==> config.mk <==
export PLATFORM = sky130hd
export DESIGN_NAME = i2c_tgt_stretch
export DESIGN_NICKNAME = d
export VERILOG_FILES = /design/src/rtl/i2ct_pkg.sv /design/src/rtl/i2ct_sync.sv /design/src/rtl/i2ct_cond_det.sv /design/src/rtl/i2ct_fsm.sv /design/src/rtl/i2c_tgt_stretch.sv
export SDC_FILE = /design/constraint.sdc
export NUM_CORES = 1
export LEC_CHECK = 0
export BUFFER_PORTS_ARGS = -buffer_cell sky130_fd_sc_hd__buf_2
export CORE_MARGIN = 5
export CORE_UTILIZATION = 60
export CTS_CLUSTER_DIAMETER = 50
export CTS_CLUSTER_SIZE = 8
export DETAILED_ROUTE_END_ITERATION = 10
export PLACE_DENSITY_LB_ADDON = 0.2
export SYNTH_ARGS = -nofsm -noshare
export SYNTH_HDL_FRONTEND = slang
export SYNTH_SLANG_ARGS = --single-unit
==> constraint.sdc <==
create_clock -name clk -period 6.07 [get_ports clk]
set_clock_uncertainty 0.05 [all_clocks]
set_input_delay 0.607 -clock clk [delete_from_list [all_inputs] [get_ports clk]]
set_output_delay 0.607 -clock clk [all_outputs]
set_load 0.005 [all_outputs]
==> src/rtl/i2ct_pkg.sv <==
package i2ct_pkg;

    typedef enum logic [3:0] {
        ST_IDLE,
        ST_ADDR,
        ST_ADDR_ACK,
        ST_WR_BYTE,
        ST_WR_ACK,
        ST_WR_HOLD,
        ST_RD_HOLD,
        ST_RD_BYTE,
        ST_RD_ACK,
        ST_SKIP
    } tgt_state_e;

endpackage

==> src/rtl/i2ct_sync.sv <==
module i2ct_sync #(
    parameter int STAGES = 2
) (
    input  logic clk,
    input  logic rst_n,
    input  logic din,
    output logic q,
    output logic rise,
    output logic fall
);
    logic [STAGES-1:0] chain;
    logic              prev;

    generate
        if (STAGES == 1) begin : g_single
            always_ff @(posedge clk or negedge rst_n) begin
                if (!rst_n) chain <= '1;
                else        chain <= din;
            end
        end else begin : g_multi
            always_ff @(posedge clk or negedge rst_n) begin
                if (!rst_n) chain <= '1;
                else        chain <= {chain[STAGES-2:0], din};
            end
        end
    endgenerate

    always_ff @(posedge clk or negedge rst_n) begin
        if (!rst_n) prev <= 1'b1;
        else        prev <= chain[STAGES-1];
    end

    assign q    = chain[STAGES-1];
    assign rise = chain[STAGES-1] & ~prev;
    assign fall = ~chain[STAGES-1] & prev;

endmodule

==> src/rtl/i2ct_cond_det.sv <==
module i2ct_cond_det (
    input  logic scl_s,
    input  logic sda_rise,
    input  logic sda_fall,
    output logic start,
    output logic stop
);
    // Bus conditions are SDA edges while the clock line rests high.
    assign start = sda_fall & scl_s;
    assign stop  = sda_rise & scl_s;
endmodule

==> src/rtl/i2ct_fsm.sv <==
module i2ct_fsm
    import i2ct_pkg::*;
#(
    parameter int                 BYTE_W   = 8,
    parameter logic [BYTE_W-2:0]  TGT_ADDR = 7'h3A
) (
    input  logic              clk,
    input  logic              rst_n,
    input  logic              stretch_en,
    input  logic              local_rdy,
    input  logic [BYTE_W-1:0] tx_data,
    input  logic              scl_rise,
    input  logic              scl_fall,
    input  logic              sda_s,
    input  logic              start,
    input  logic              stop,
    output logic              sda_oe,
    output logic              scl_oe,
    output logic              rx_valid,
    output logic [BYTE_W-1:0] rx_data,
    output logic              tx_req
);
    localparam int CNT_W = $clog2(BYTE_W + 1);
    localparam logic [CNT_W-1:0] CNT_FULL = CNT_W'(BYTE_W);
    localparam logic [CNT_W-1:0] CNT_LAST = CNT_W'(BYTE_W - 1);

    tgt_state_e        st, nxt;
    logic [CNT_W-1:0]  cnt;
    logic [BYTE_W-1:0] rx_sh;
    logic [BYTE_W-1:0] tx_sh;
    logic              rw_q;
    logic              mack_q;
    logic              go;
    logic              addr_hit;

    assign go       = local_rdy | ~stretch_en;
    assign addr_hit = (rx_sh[BYTE_W-1:1] == TGT_ADDR);

    // Next-state decision
    always_comb begin
        nxt = st;
        if (stop) begin
            nxt = ST_IDLE;
        end else if (start) begin
            nxt = ST_ADDR;
        end else begin
            unique case (st)
                ST_IDLE:     nxt = ST_IDLE;
                ST_SKIP:     nxt = ST_SKIP;
                ST_ADDR:
                    if (scl_fall && cnt == CNT_FULL)
                        nxt = addr_hit ? ST_ADDR_ACK : ST_SKIP;
                ST_ADDR_ACK:
                    if (scl_fall) begin
                        if (rw_q) nxt = go ? ST_RD_BYTE : ST_RD_HOLD;
                        else      nxt = go ? ST_WR_BYTE : ST_WR_HOLD;
                    end
                ST_WR_BYTE:
                    if (scl_fall && cnt == CNT_FULL) nxt = ST_WR_ACK;
                ST_WR_ACK:
                    if (scl_fall) nxt = go ? ST_WR_BYTE : ST_WR_HOLD;
                ST_WR_HOLD:
                    if (go) nxt = ST_WR_BYTE;
                ST_RD_HOLD:
                    if (go) nxt = ST_RD_BYTE;
                ST_RD_BYTE:
                    if (scl_fall && cnt == CNT_LAST) nxt = ST_RD_ACK;
                ST_RD_ACK:
                    if (scl_fall) begin
                        if (mack_q) nxt = go ? ST_RD_BYTE : ST_RD_HOLD;
                        else        nxt = ST_SKIP;
                    end
                default:     nxt = ST_IDLE;
            endcase
        end
    end

    // State register
    always_ff @(posedge clk or negedge rst_n) begin
        if (!rst_n) st <= ST_IDLE;
        else        st <= nxt;
    end

    // Shift registers, bit counter and local-side strobes
    always_ff @(posedge clk or negedge rst_n) begin
        if (!rst_n) begin
            cnt      <= '0;
            rx_sh    <= '0;
            tx_sh    <= '1;
            rw_q     <= 1'b0;
            mack_q   <= 1'b0;
            rx_valid <= 1'b0;
            rx_data  <= '0;
            tx_req   <= 1'b0;
        end else begin
            rx_valid <= 1'b0;
            tx_req   <= 1'b0;

            if ((st == ST_ADDR || st == ST_WR_BYTE) && scl_rise && cnt < CNT_FULL) begin
                rx_sh <= {rx_sh[BYTE_W-2:0], sda_s};
                cnt   <= cnt + 1'b1;
                if (st == ST_WR_BYTE && cnt == CNT_LAST) begin
                    rx_valid <= 1'b1;
                    rx_data  <= {rx_sh[BYTE_W-2:0], sda_s};
                end
            end

            if (st == ST_ADDR && scl_fall && cnt == CNT_FULL)
                rw_q <= rx_sh[0];

            if (st == ST_RD_BYTE && scl_fall && cnt != CNT_LAST) begin
                tx_sh <= {tx_sh[BYTE_W-2:0], 1'b1};
                cnt   <= cnt + 1'b1;
            end

            if (st == ST_RD_ACK && scl_rise)
                mack_q <= ~sda_s;

            if (nxt == ST_RD_BYTE && st != ST_RD_BYTE) begin
                tx_sh  <= tx_data;
                cnt    <= '0;
                tx_req <= 1'b1;
            end

            if (nxt == ST_WR_BYTE && st != ST_WR_BYTE)
                cnt <= '0;

            if (start)
                cnt <= '0;
        end
    end

    // Outputs
    always_comb begin
        sda_oe = 1'b0;
        scl_oe = 1'b0;
        unique case (st)
            ST_ADDR_ACK, ST_WR_ACK: sda_oe = 1'b1;
            ST_RD_BYTE:             sda_oe = ~tx_sh[BYTE_W-1];
            ST_WR_HOLD, ST_RD_HOLD: scl_oe = stretch_en;
            default: ;
        endcase
    end


    stretch_cause_chk: assert property (@(posedge clk) disable iff (!rst_n)
        $rose(scl_oe) |-> $past(stretch_en && !local_rdy));


    stretch_release_chk: assert property (@(posedge clk) disable iff (!rst_n)
        (scl_oe && local_rdy) |=> !scl_oe);


    rx_pulse_chk: assert property (@(posedge clk) disable iff (!rst_n)
        rx_valid |=> !rx_valid);


    tx_req_pulse_chk: assert property (@(posedge clk) disable iff (!rst_n)
        tx_req |=> !tx_req);

endmodule

==> src/rtl/i2c_tgt_stretch.sv <==
module i2c_tgt_stretch #(
    parameter int          BYTE_W      = 8,
    parameter int          SYNC_STAGES = 2,
    parameter logic [6:0]  TGT_ADDR    = 7'h3A
) (
    input  logic              clk,
    input  logic              rst_n,
    input  logic              stretch_en_i,
    input  logic              scl_i,
    input  logic              sda_i,
    output logic              scl_oe_o,
    output logic              sda_oe_o,
    input  logic              local_rdy_i,
    output logic              rx_valid_o,
    output logic [BYTE_W-1:0] rx_data_o,
    input  logic [BYTE_W-1:0] tx_data_i,
    output logic              tx_req_o
);
    logic scl_s, scl_rise, scl_fall;
    logic sda_s, sda_rise, sda_fall;
    logic start, stop;

    i2ct_sync #(.STAGES(SYNC_STAGES)) u_scl_sync (
        .clk  (clk),
        .rst_n(rst_n),
        .din  (scl_i),
        .q    (scl_s),
        .rise (scl_rise),
        .fall (scl_fall)
    );

    i2ct_sync #(.STAGES(SYNC_STAGES)) u_sda_sync (
        .clk  (clk),
        .rst_n(rst_n),
        .din  (sda_i),
        .q    (sda_s),
        .rise (sda_rise),
        .fall (sda_fall)
    );

    i2ct_cond_det u_cond (
        .scl_s   (scl_s),
        .sda_rise(sda_rise),
        .sda_fall(sda_fall),
        .start   (start),
        .stop    (stop)
    );

    i2ct_fsm #(.BYTE_W(BYTE_W), .TGT_ADDR(TGT_ADDR)) u_fsm (
        .clk       (clk),
        .rst_n     (rst_n),
        .stretch_en(stretch_en_i),
        .local_rdy (local_rdy_i),
        .tx_data   (tx_data_i),
        .scl_rise  (scl_rise),
        .scl_fall  (scl_fall),
        .sda_s     (sda_s),
        .start     (start),
        .stop      (stop),
        .sda_oe    (sda_oe_o),
        .scl_oe    (scl_oe_o),
        .rx_valid  (rx_valid_o),
        .rx_data   (rx_data_o),
        .tx_req    (tx_req_o)
    );


    no_scl_drive_chk: assert property (@(posedge clk) disable iff (!rst_n)
        !stretch_en_i |-> !scl_oe_o);


    sda_move_low_chk: assert property (@(posedge clk) disable iff (!rst_n)
        !$stable(sda_oe_o) |-> !scl_s);

endmodule

==> results of run 1 <==
flip-flops by register name, summed over array words and instances (netlist names):
name              count
u_fsm.cnt             4
u_fsm.mack_q          1
u_fsm.rw_q            1
u_fsm.rx_data         8
u_fsm.rx_sh           8
u_fsm.rx_valid        1
u_fsm.st              4
u_fsm.tx_req          1
u_fsm.tx_sh           8
u_scl_sync.chain      2
u_scl_sync.prev       1
u_sda_sync.chain      2
u_sda_sync.prev       1
critical path, cell delays in order (launching register included):
cell and delay, ps:
sky130_fd_sc_hd__dfrtp_1 620, sky130_fd_sc_hd__or3b_4 470, sky130_fd_sc_hd__o32ai_1 140, sky130_fd_sc_hd__o21ai_0 180
sky130_fd_sc_hd__a21oi_1 240, sky130_fd_sc_hd__and3_1 400, sky130_fd_sc_hd__mux2_1 370
cells in the mapped netlist (4+ instances only):
| cell | number | area [sq um] |
|---|---|---|
| sky130_fd_sc_hd__nand2_1 | 9 | 33.8 |
| sky130_fd_sc_hd__nand2b_1 | 5 | 31.3 |
| sky130_fd_sc_hd__buf_6 | 4 | 45.0 |
| sky130_fd_sc_hd__inv_1 | 8 | 30.0 |
| sky130_fd_sc_hd__dfstp_2 | 14 | 368 |
| sky130_fd_sc_hd__o21ai_0 | 5 | 25.0 |
| sky130_fd_sc_hd__and2_1 | 7 | 43.8 |
| sky130_fd_sc_hd__nor2b_1 | 4 | 25.0 |
| sky130_fd_sc_hd__mux2_2 | 18 | 203 |
| sky130_fd_sc_hd__a221o_1 | 5 | 50.1 |
| sky130_fd_sc_hd__a21oi_1 | 9 | 45.0 |
| sky130_fd_sc_hd__dfrtp_1 | 28 | 701 |
| sky130_fd_sc_hd__nor2_1 | 8 | 30.0 |
routing by layer:
metal / part of all wire [%] / wire, um / up-vias
met5: 0 / 0 / -
met4: 2.1 / 89 / 0
met3: 5.5 / 238 / 10
met2: 48 / 2080 / 49
met1: 44 / 1930 / 791
li1: - / - / 744
path summary, 6_finish.rpt:
| kind | end | slack (ps) |
|---|---|---|
| worst max-delay path | u_fsm.tx_sh[6]$_DFFE_PN1P_ | 3540 |
| worst min-delay path | u_scl_sync.chain[1]$_DFF_PN1_ | 310 |
| worst max register to register | u_fsm.tx_sh[6]$_DFFE_PN1P_ | 3540 |
| worst min register to register | u_scl_sync.chain[1]$_DFF_PN1_ | 310 |
| max in group asynchronous | u_fsm.st[0]$_DFF_PN0_ | 5030 |
| min in group asynchronous | u_fsm.rx_sh[5]$_DFFE_PN0P_ | 380 |
placed cells by master (no fill, tap or decap), types with 3 or more instances in the layout:
cell	Yosys	layout
sky130_fd_sc_hd__a211oi_1	3	3
sky130_fd_sc_hd__a21oi_1	9	9
sky130_fd_sc_hd__a221o_1	5	5
sky130_fd_sc_hd__a31oi_1	3	3
sky130_fd_sc_hd__and2_1	7	7
sky130_fd_sc_hd__and4b_1	3	3
sky130_fd_sc_hd__buf_2	1	25
sky130_fd_sc_hd__clkbuf_8	0	5
sky130_fd_sc_hd__dfrtp_1	28	28
sky130_fd_sc_hd__dfstp_2	14	14
sky130_fd_sc_hd__inv_1	8	8
sky130_fd_sc_hd__mux2_2	18	18
sky130_fd_sc_hd__nand2_1	9	9
sky130_fd_sc_hd__nand2b_1	5	5
sky130_fd_sc_hd__nand3_1	3	3
sky130_fd_sc_hd__nor2_1	8	8
sky130_fd_sc_hd__nor2b_1	4	4
sky130_fd_sc_hd__nor3_1	3	3
sky130_fd_sc_hd__o21ai_0	5	5
sky130_fd_sc_hd__xnor2_1	3	3
layout make-up:
class                           instances  area [sq um]
Clock inverter                          3          43.8
Timing Repair Buffer                   25           125
Clock buffer                            5          68.8
Fill cell                             299          1180
Tap cell                               48          60.1
Multi-Input combinational cell        131          1060
Inverter                                8          30.0
Sequential cell                        42          1070
where the power goes:
part	leakage [uW]	internal, uW	switching [uW]
clock	0.0000585	123	95.9
combinational	0.000533	11.4	13.4
sequential	0.000536	288	6.95
total	0.00113	423	116
per-stage QoR:
stage | setup WS (ps) | hold WS (ps)
finish | 3540 | 308
global route | 3360 | 316
CTS | 3560 | 310
detailed placement | 3570 | 298
global placement | 3640 | 297
floorplan | 3910 | 261
cell families after synthesis:
logic type	synth area share, %
AND/OR/NAND/NOR	18.5
AO/OA/AOI/OAI	15.3
flip-flops	48.0
multiplexers	11.0
buffers and inverters	4.44
XOR/XNOR	1.57
adder cells (fa/ha/maj)	1.12
==> PnR_summary.wiki, run 1 <==
{| class="wikitable"
! Metric !! Value
|-
| Post-CTS setup repair buffer count || 0
|-
| First element of the critical path || u_fsm.st[3]$_DFF_PN0_
|-
| Yosys synthesis warning count || 0
|-
| Die Area || 5030 sq um
|-
| Clock tree from TritonCTS || yes
|-
| Met2 demand-to-capacity share in global routing || 29.4%
|-
| Min-Delay Path Class || flop to flop
|-
| Count of input and output buffers || 25
|-
| Utilization of the core after routing || 67.6%
|-
| Count of final hold-check violations || 0
|-
| Via count || 1594
|-
| Antenna-violating nets left || 0
|-
| Unrepaired setup endpoints after global routing || no
|-
| DR iter-0 viols || 177
|-
| Boundary Pins || 26
|-
| Post-detailed-placement cell area || 2340 sq um
|-
| Critical path data arrival time || 2700 ps
|-
| Number of flip-flops and latches in the synthesized netlist || 42
|-
| Cts bufs inserted || 5
|-
| Layer with the highest usage || met2
|-
| Area growth from synthesis to layout || 10.3%
|-
| Share of the clock period used by the worst path after layout || 41.7%
|-
| Final-stage net count || 229
|-
| Global-route congestion overflow total || 0
|-
| Number of synthesized flops with an enable pin || 0
|-
| Synthesized cell area || 2230 sq um
|-
| Maximum clock insertion buffer count || 2
|-
| Total power per unit cell area || 220 nW/um^2
|-
| Clock input transition at the sequential cells of the worst setup and hold paths || 80 ps
|-
| Post-route non-filler standard cell count || 262
|-
| Total global-route track usage || 18.8%
|-
| Initial antenna violation count || 0
|-
| Final instance area || 2450 sq um
|-
| Clock latency of the later-clocked register in the worst-skew pair || 290 ps
|-
| Pin count of the biggest net entering global routing || 43
|-
| Remaining design rule violation count || 0
|-
| Sequential cell area fraction in the yosys report || 48.0%
|-
| Number of H-tree branching levels || 2
|-
| Sinks on Clock Net || 42
|-
| Max-capacitance violation count || 0
|-
| Largest fanout on the critical path || 14
|-
| Met1 layer usage reported by global route || 24.4%
|-
| Setup total negative slack || 0 ps
|-
| Worst slew margin relative to its limit || 41.1%
|-
| Chip height || 70.9 um
|-
| Least-Margin Pin Slew || 884 ps
|-
| Launch point of the worst reg-to-reg path || u_fsm.st[3]$_DFF_PN0_
|-
| Startpoint of the most critical hold path || u_scl_sync.chain[0]$_DFF_PN1_
|-
| Post-CTS sizing || 0
|-
| Total wire length after detailed routing || 4340 um
|-
| Via density per instance || 6.08
|-
| Ys async rst share || 100%
|-
| DP Wirelength || 3220 um
|-
| Leak || 0.00113 uW
|-
| Category of the worst setup path capture point || flop
|-
| Req. time, crit path || 6240 ps
|-
| Core outline area || 3630 sq um
|-
| Peak supply drop || 0.163 mV
|-
| Die Width || 70.9 um
|-
| Count of hold-fix buffers inserted at cts || 0
|-
| Register-to-Register Path Depth || 6
|-
| Setup Crit Path Kind || flop to flop
|-
| Weighted congestion reported at the end of routability-driven placement || 0.905
|-
| Status || complete, no violations
|-
| Post-detailed-route wirelength per cell || 16.5 um
|-
| Global-route met3 utilization || 5.26%
|-
| Syn Inst Count || 189
|-
| Via count of the first global-routing pass || 1616
|-
| Count of cells along the worst hold path || 0
|-
| Max Clk Rate || 0.395 GHz
|-
| Share of final-layout standard cells stronger than drive strength 1 || 38.3%
|-
| Placed cell count || 254
|-
| Crit path launch type || flop
|-
| Number of distinct library cells after synthesis || 57
|-
| Syn nets || 205
|-
| First-pass GRT wire length || 7530 um
|-
| Standard-cell rows || 22
|-
| Router iterations before antenna repair || 4
|-
| Average cell area after synthesis || 11.8 sq um
|-
| Shortest clock period the worst path allows after layout || 2530 ps
|-
| Number of pins exceeding their max-slew limit in the final report || 0
|-
| Post-layout power || 539 uW
|-
| Main flop type after synthesis || sky130_fd_sc_hd__dfrtp_1
|-
| Root cell of the clock tree || sky130_fd_sc_hd__clkbuf_8
|-
| Number of setup violations in the final report || 0
|-
| Starting Density || 61.3%
|-
| Diodes inserted || 0
|}
No activity file was read; power rests on OpenSTA's default activity.
==> inputs of run 2 (changes only) <==
--- a/config.mk
+++ b/config.mk
@@ -7,7 +7,7 @@
 export LEC_CHECK = 0
 export BUFFER_PORTS_ARGS = -buffer_cell sky130_fd_sc_hd__buf_2
 export CORE_MARGIN = 5
-export CORE_UTILIZATION = 60
+export CORE_UTILIZATION = 52
 export CTS_CLUSTER_DIAMETER = 50
 export CTS_CLUSTER_SIZE = 8
 export DETAILED_ROUTE_END_ITERATION = 10
==> constraint.sdc (replaced) <==
create_clock -name clk -period 2.1 [get_ports clk]
set_clock_uncertainty 0.05 [all_clocks]
set_input_delay 0.21 -clock clk [delete_from_list [all_inputs] [get_ports clk]]
set_output_delay 0.21 -clock clk [all_outputs]
set_load 0.005 [all_outputs]
==> PnR_summary.wiki, run 2 (synthesized netlist as in run 1, its figures left out) <==
{| class="wikitable"
! Metric !! Value
|-
| Worst slew margin relative to its limit || 76.3% (+35 points)
|-
| Register-to-Register Path Depth || 9 (+3)
|-
| Antenna-violating nets left || 0 (unchanged)
|-
| Number of pins exceeding their max-slew limit in the final report || 0 (unchanged)
|-
| Least-Margin Pin Slew || 354 ps (-530 ps)
|-
| R2R Setup Slk || -130 ps (-3670 ps)
|-
| Cell class contributing the biggest share of worst-path delay || simple AND/OR/NAND/NOR gates
|-
| Clock latency of the later-clocked register in the worst-skew pair || 300 ps (about the same)
|-
| Sinks on Clock Net || 42 (unchanged)
|-
| Category of the worst setup path capture point || flop
|-
| Critical path buffer and inverter count || 2 (+2)
|-
| Number of setup violations in the final report || 11 (+11)
|-
| Req. time, crit path || 2270 ps (-3970 ps)
|-
| Minimum setup slack in the final design || -130 ps (-3670 ps)
|-
| Count of final hold-check violations || 0 (unchanged)
|-
| Largest fanout on the critical path || 7 (-7)
|-
| Leading cell type in the layout, fill and taps excluded || sky130_fd_sc_hd__buf_4
|-
| Remaining design rule violation count || 0 (unchanged)
|-
| Boundary Pins || 26 (unchanged)
|-
| Max-capacitance violation count || 0 (unchanged)
|-
| Status || finished, violations left
|-
| Crit path launch type || flop
|-
| Via count || 1827 (+15%)
|-
| Violations in the final reports || setup timing
|-
| Die Area || 5690 sq um (+13%)
|-
| Starting Density || 54.5% (-6.8 points)
|-
| Core outline area || 4090 sq um (+12%)
|-
| Via density per instance || 5.62 (-7.6%)
|-
| Capture endpoint of the worst hold path || u_fsm.tx_sh[0]$_DFFE_PN1P_
|-
| Area growth from synthesis to layout || 38.9%
|-
| Router iterations before antenna repair || 4 (unchanged)
|-
| Die Width || 75.4 um (+6.4%)
|-
| Launch point of the worst reg-to-reg path || u_fsm.cnt[1]$_DFFE_PN0P_
|-
| DP Wirelength || 4270 um (+33%)
|-
| Standard-cell rows || 23 (+4.5%)
|-
| Clock tree from TritonCTS || yes
|-
| Number of H-tree branching levels || 2 (unchanged)
|-
| Chip height || 75.4 um (+6.4%)
|-
| Count of input and output buffers || 25 (unchanged)
|-
| Via count of the first global-routing pass || 1970 (+22%)
|-
| Total wire length after detailed routing || 5690 um (+31%)
|-
| Setup total negative slack || -1230 ps (-1230 ps)
|-
| Clock input transition at the sequential cells of the worst setup and hold paths || 80 ps (about the same)
|-
| Initial antenna violation count || 0 (unchanged)
|-
| Global-route congestion overflow total || 0 (unchanged)
|-
| Setup Crit Path Kind || flop to flop
|-
| Maximum clock insertion buffer count || 2 (unchanged)
|-
| Share of final-layout standard cells stronger than drive strength 1 || 59.6% (+21 points)
|-
| Post-detailed-route wirelength per cell || 17.5 um (+5.9%)
|-
| Unrepaired setup endpoints after global routing || yes
|-
| Total global-route track usage || 22.9% (+4.1 points)
|-
| Commonest cells after routing, fill and taps aside || sky130_fd_sc_hd__buf_4, sky130_fd_sc_hd__dfrtp_1, sky130_fd_sc_hd__buf_2, sky130_fd_sc_hd__mux2_2, sky130_fd_sc_hd__dfstp_2
|-
| Regs by FF count || u_fsm.rx_data x8, u_fsm.rx_sh x8, u_fsm.tx_sh x8
|-
| First-pass GRT wire length || 9690 um (+29%)
|-
| Weighted congestion reported at the end of routability-driven placement || 0.969 (+7.1%)
|-
| Reg2Reg Capture Point || u_fsm.tx_sh[0]$_DFFE_PN1P_
|-
| Leak || 0.00144 uW (+28%)
|-
| Post-layout power || 1520 uW (+180%)
|-
| Post-place setup slack || -259 ps (-3820 ps)
|-
| Peak supply drop || 0.502 mV (+210%)
|-
| Min-Delay Path Class || primary input to flop
|-
| Cts bufs inserted || 5 (unchanged)
|-
| Share of the clock period used by the worst path after layout || 106% (+64 points)
|-
| Critical path data arrival time || 2400 ps (-300 ps)
|-
| Diodes inserted || 0 (unchanged)
|-
| Max Clk Rate || 0.448 GHz (+14%)
|-
| Count of cells along the worst hold path || 3 (+3)
|-
| Critical Path, Cell by Cell || inv_2 -> ha_4 -> nand4b_4 -> nand4b_1 -> a211o_1 -> a21oi_4 -> and3_4 -> buf_6 -> mux2i_2
|-
| Shortest clock period the worst path allows after layout || 2230 ps (-302 ps)
|-
| Final-stage net count || 290 (+27%)
|-
| Startpoint of the most critical hold path || tx_data_i[0]
|-
| Total power per unit cell area || 491 nW/um^2 (+120%)
|-
| CP peak stage delay || 420 ps (-200 ps)
|-
| Root cell of the clock tree || sky130_fd_sc_hd__clkbuf_8
|-
| DR iter-0 viols || 101 (-43%)
|-
| Pin count of the biggest net entering global routing || 18 (-58%)
|-
| CP max-delay cell || sky130_fd_sc_hd__dfrtp_1
|}
run 2: cell count changes in the layout (fill, tap and decap cells not counted), moves of 3 or more:
cell / previous run / this run
sky130_fd_sc_hd__buf_4: 0 / 53
sky130_fd_sc_hd__buf_6: 0 / 5
sky130_fd_sc_hd__dlygate4sd3_1: 0 / 3
sky130_fd_sc_hd__mux2_4: 0 / 3
sky130_fd_sc_hd__nor2_1: 8 / 4
sky130_fd_sc_hd__nor2_2: 0 / 3
run 2: power breakdown:
part           internal (uW)  switching, uW  total [uW]  leakage (uW)
sequential               833           17.1         850      0.000533
combinational           62.9           58.4         121      0.000856
clock                    271            274         545     0.0000489
total                   1170            350        1520       0.00144
run 2: worst max-delay path by stage:
stage	depth (start not counted)	start	slack, ps	to
2_1_floorplan	8	u_scl_sync.chain[1]$_DFF_PN1_	-50	u_fsm.tx_sh[6]$_DFFE_PN1P_
3_3_place_gp	7	u_fsm.st[1]$_DFF_PN0_	-210	u_fsm.tx_sh[0]$_DFFE_PN1P_
6_report	9	u_fsm.cnt[1]$_DFFE_PN0P_	-130	u_fsm.tx_sh[0]$_DFFE_PN1P_
4_1_cts	7	u_scl_sync.prev$_DFF_PN1_	-100	u_fsm.tx_sh[0]$_DFFE_PN1P_
3_5_place_dp	9	u_fsm.cnt[1]$_DFFE_PN0P_	-260	u_fsm.tx_sh[0]$_DFFE_PN1P_
5_1_grt	10	u_fsm.cnt[1]$_DFFE_PN0P_	-230	u_fsm.tx_sh[3]$_DFFE_PN1P_
run 2: area by class of cell:
| class | instances | area [sq um] |
|---|---|---|
| clock buffer | 7 | 86.3 |
| clock inverter | 1 | 8.76 |
| fill | 267 | 995 |
| inverter | 8 | 30.0 |
| multi-input combinational | 131 | 1220 |
| sequential | 42 | 1070 |
| tap | 50 | 62.6 |
| timing repair buffer | 86 | 609 |
run 2: what timing repair did:
item / 4_1_cts / 5_1_grt
hold buffers: 3 / 0
setup endpoints to repair: 20 / 29
gates resized for setup: 23 / 17
buffers inserted: 3 / 9
endpoints found under the hold margin: 12 / 0
pin swaps: 15 / 9
run 2: per-layer routing:
metal | part of all wire, % | GRT usage (%) | up-vias
met5 | 0 | 0 | -
met3 | 5.4 | 5.01 | 12
met1 | 43 | 29.4 | 901
met2 | 50 | 37.7 | 48
met4 | 2.1 | 8.93 | 0
li1 | - | - | 866
run 2: stage by stage:
stage,util (%),cell area (sq um),cells,hold WS [ps]
floorplan,-,2250,189,-136
global placement,66.5,2720,303,33.8
detailed placement,66.5,2720,303,42.5
CTS,72.0,2940,317,72.3
global route,75.7,3090,325,77.7
finish,75.7,3090,325,79.2
run 2: worst min-delay path, cell delays in order:
cell and delay, ps:
sky130_fd_sc_hd__buf_2 90, sky130_fd_sc_hd__inv_1 60, sky130_fd_sc_hd__mux2i_2 60
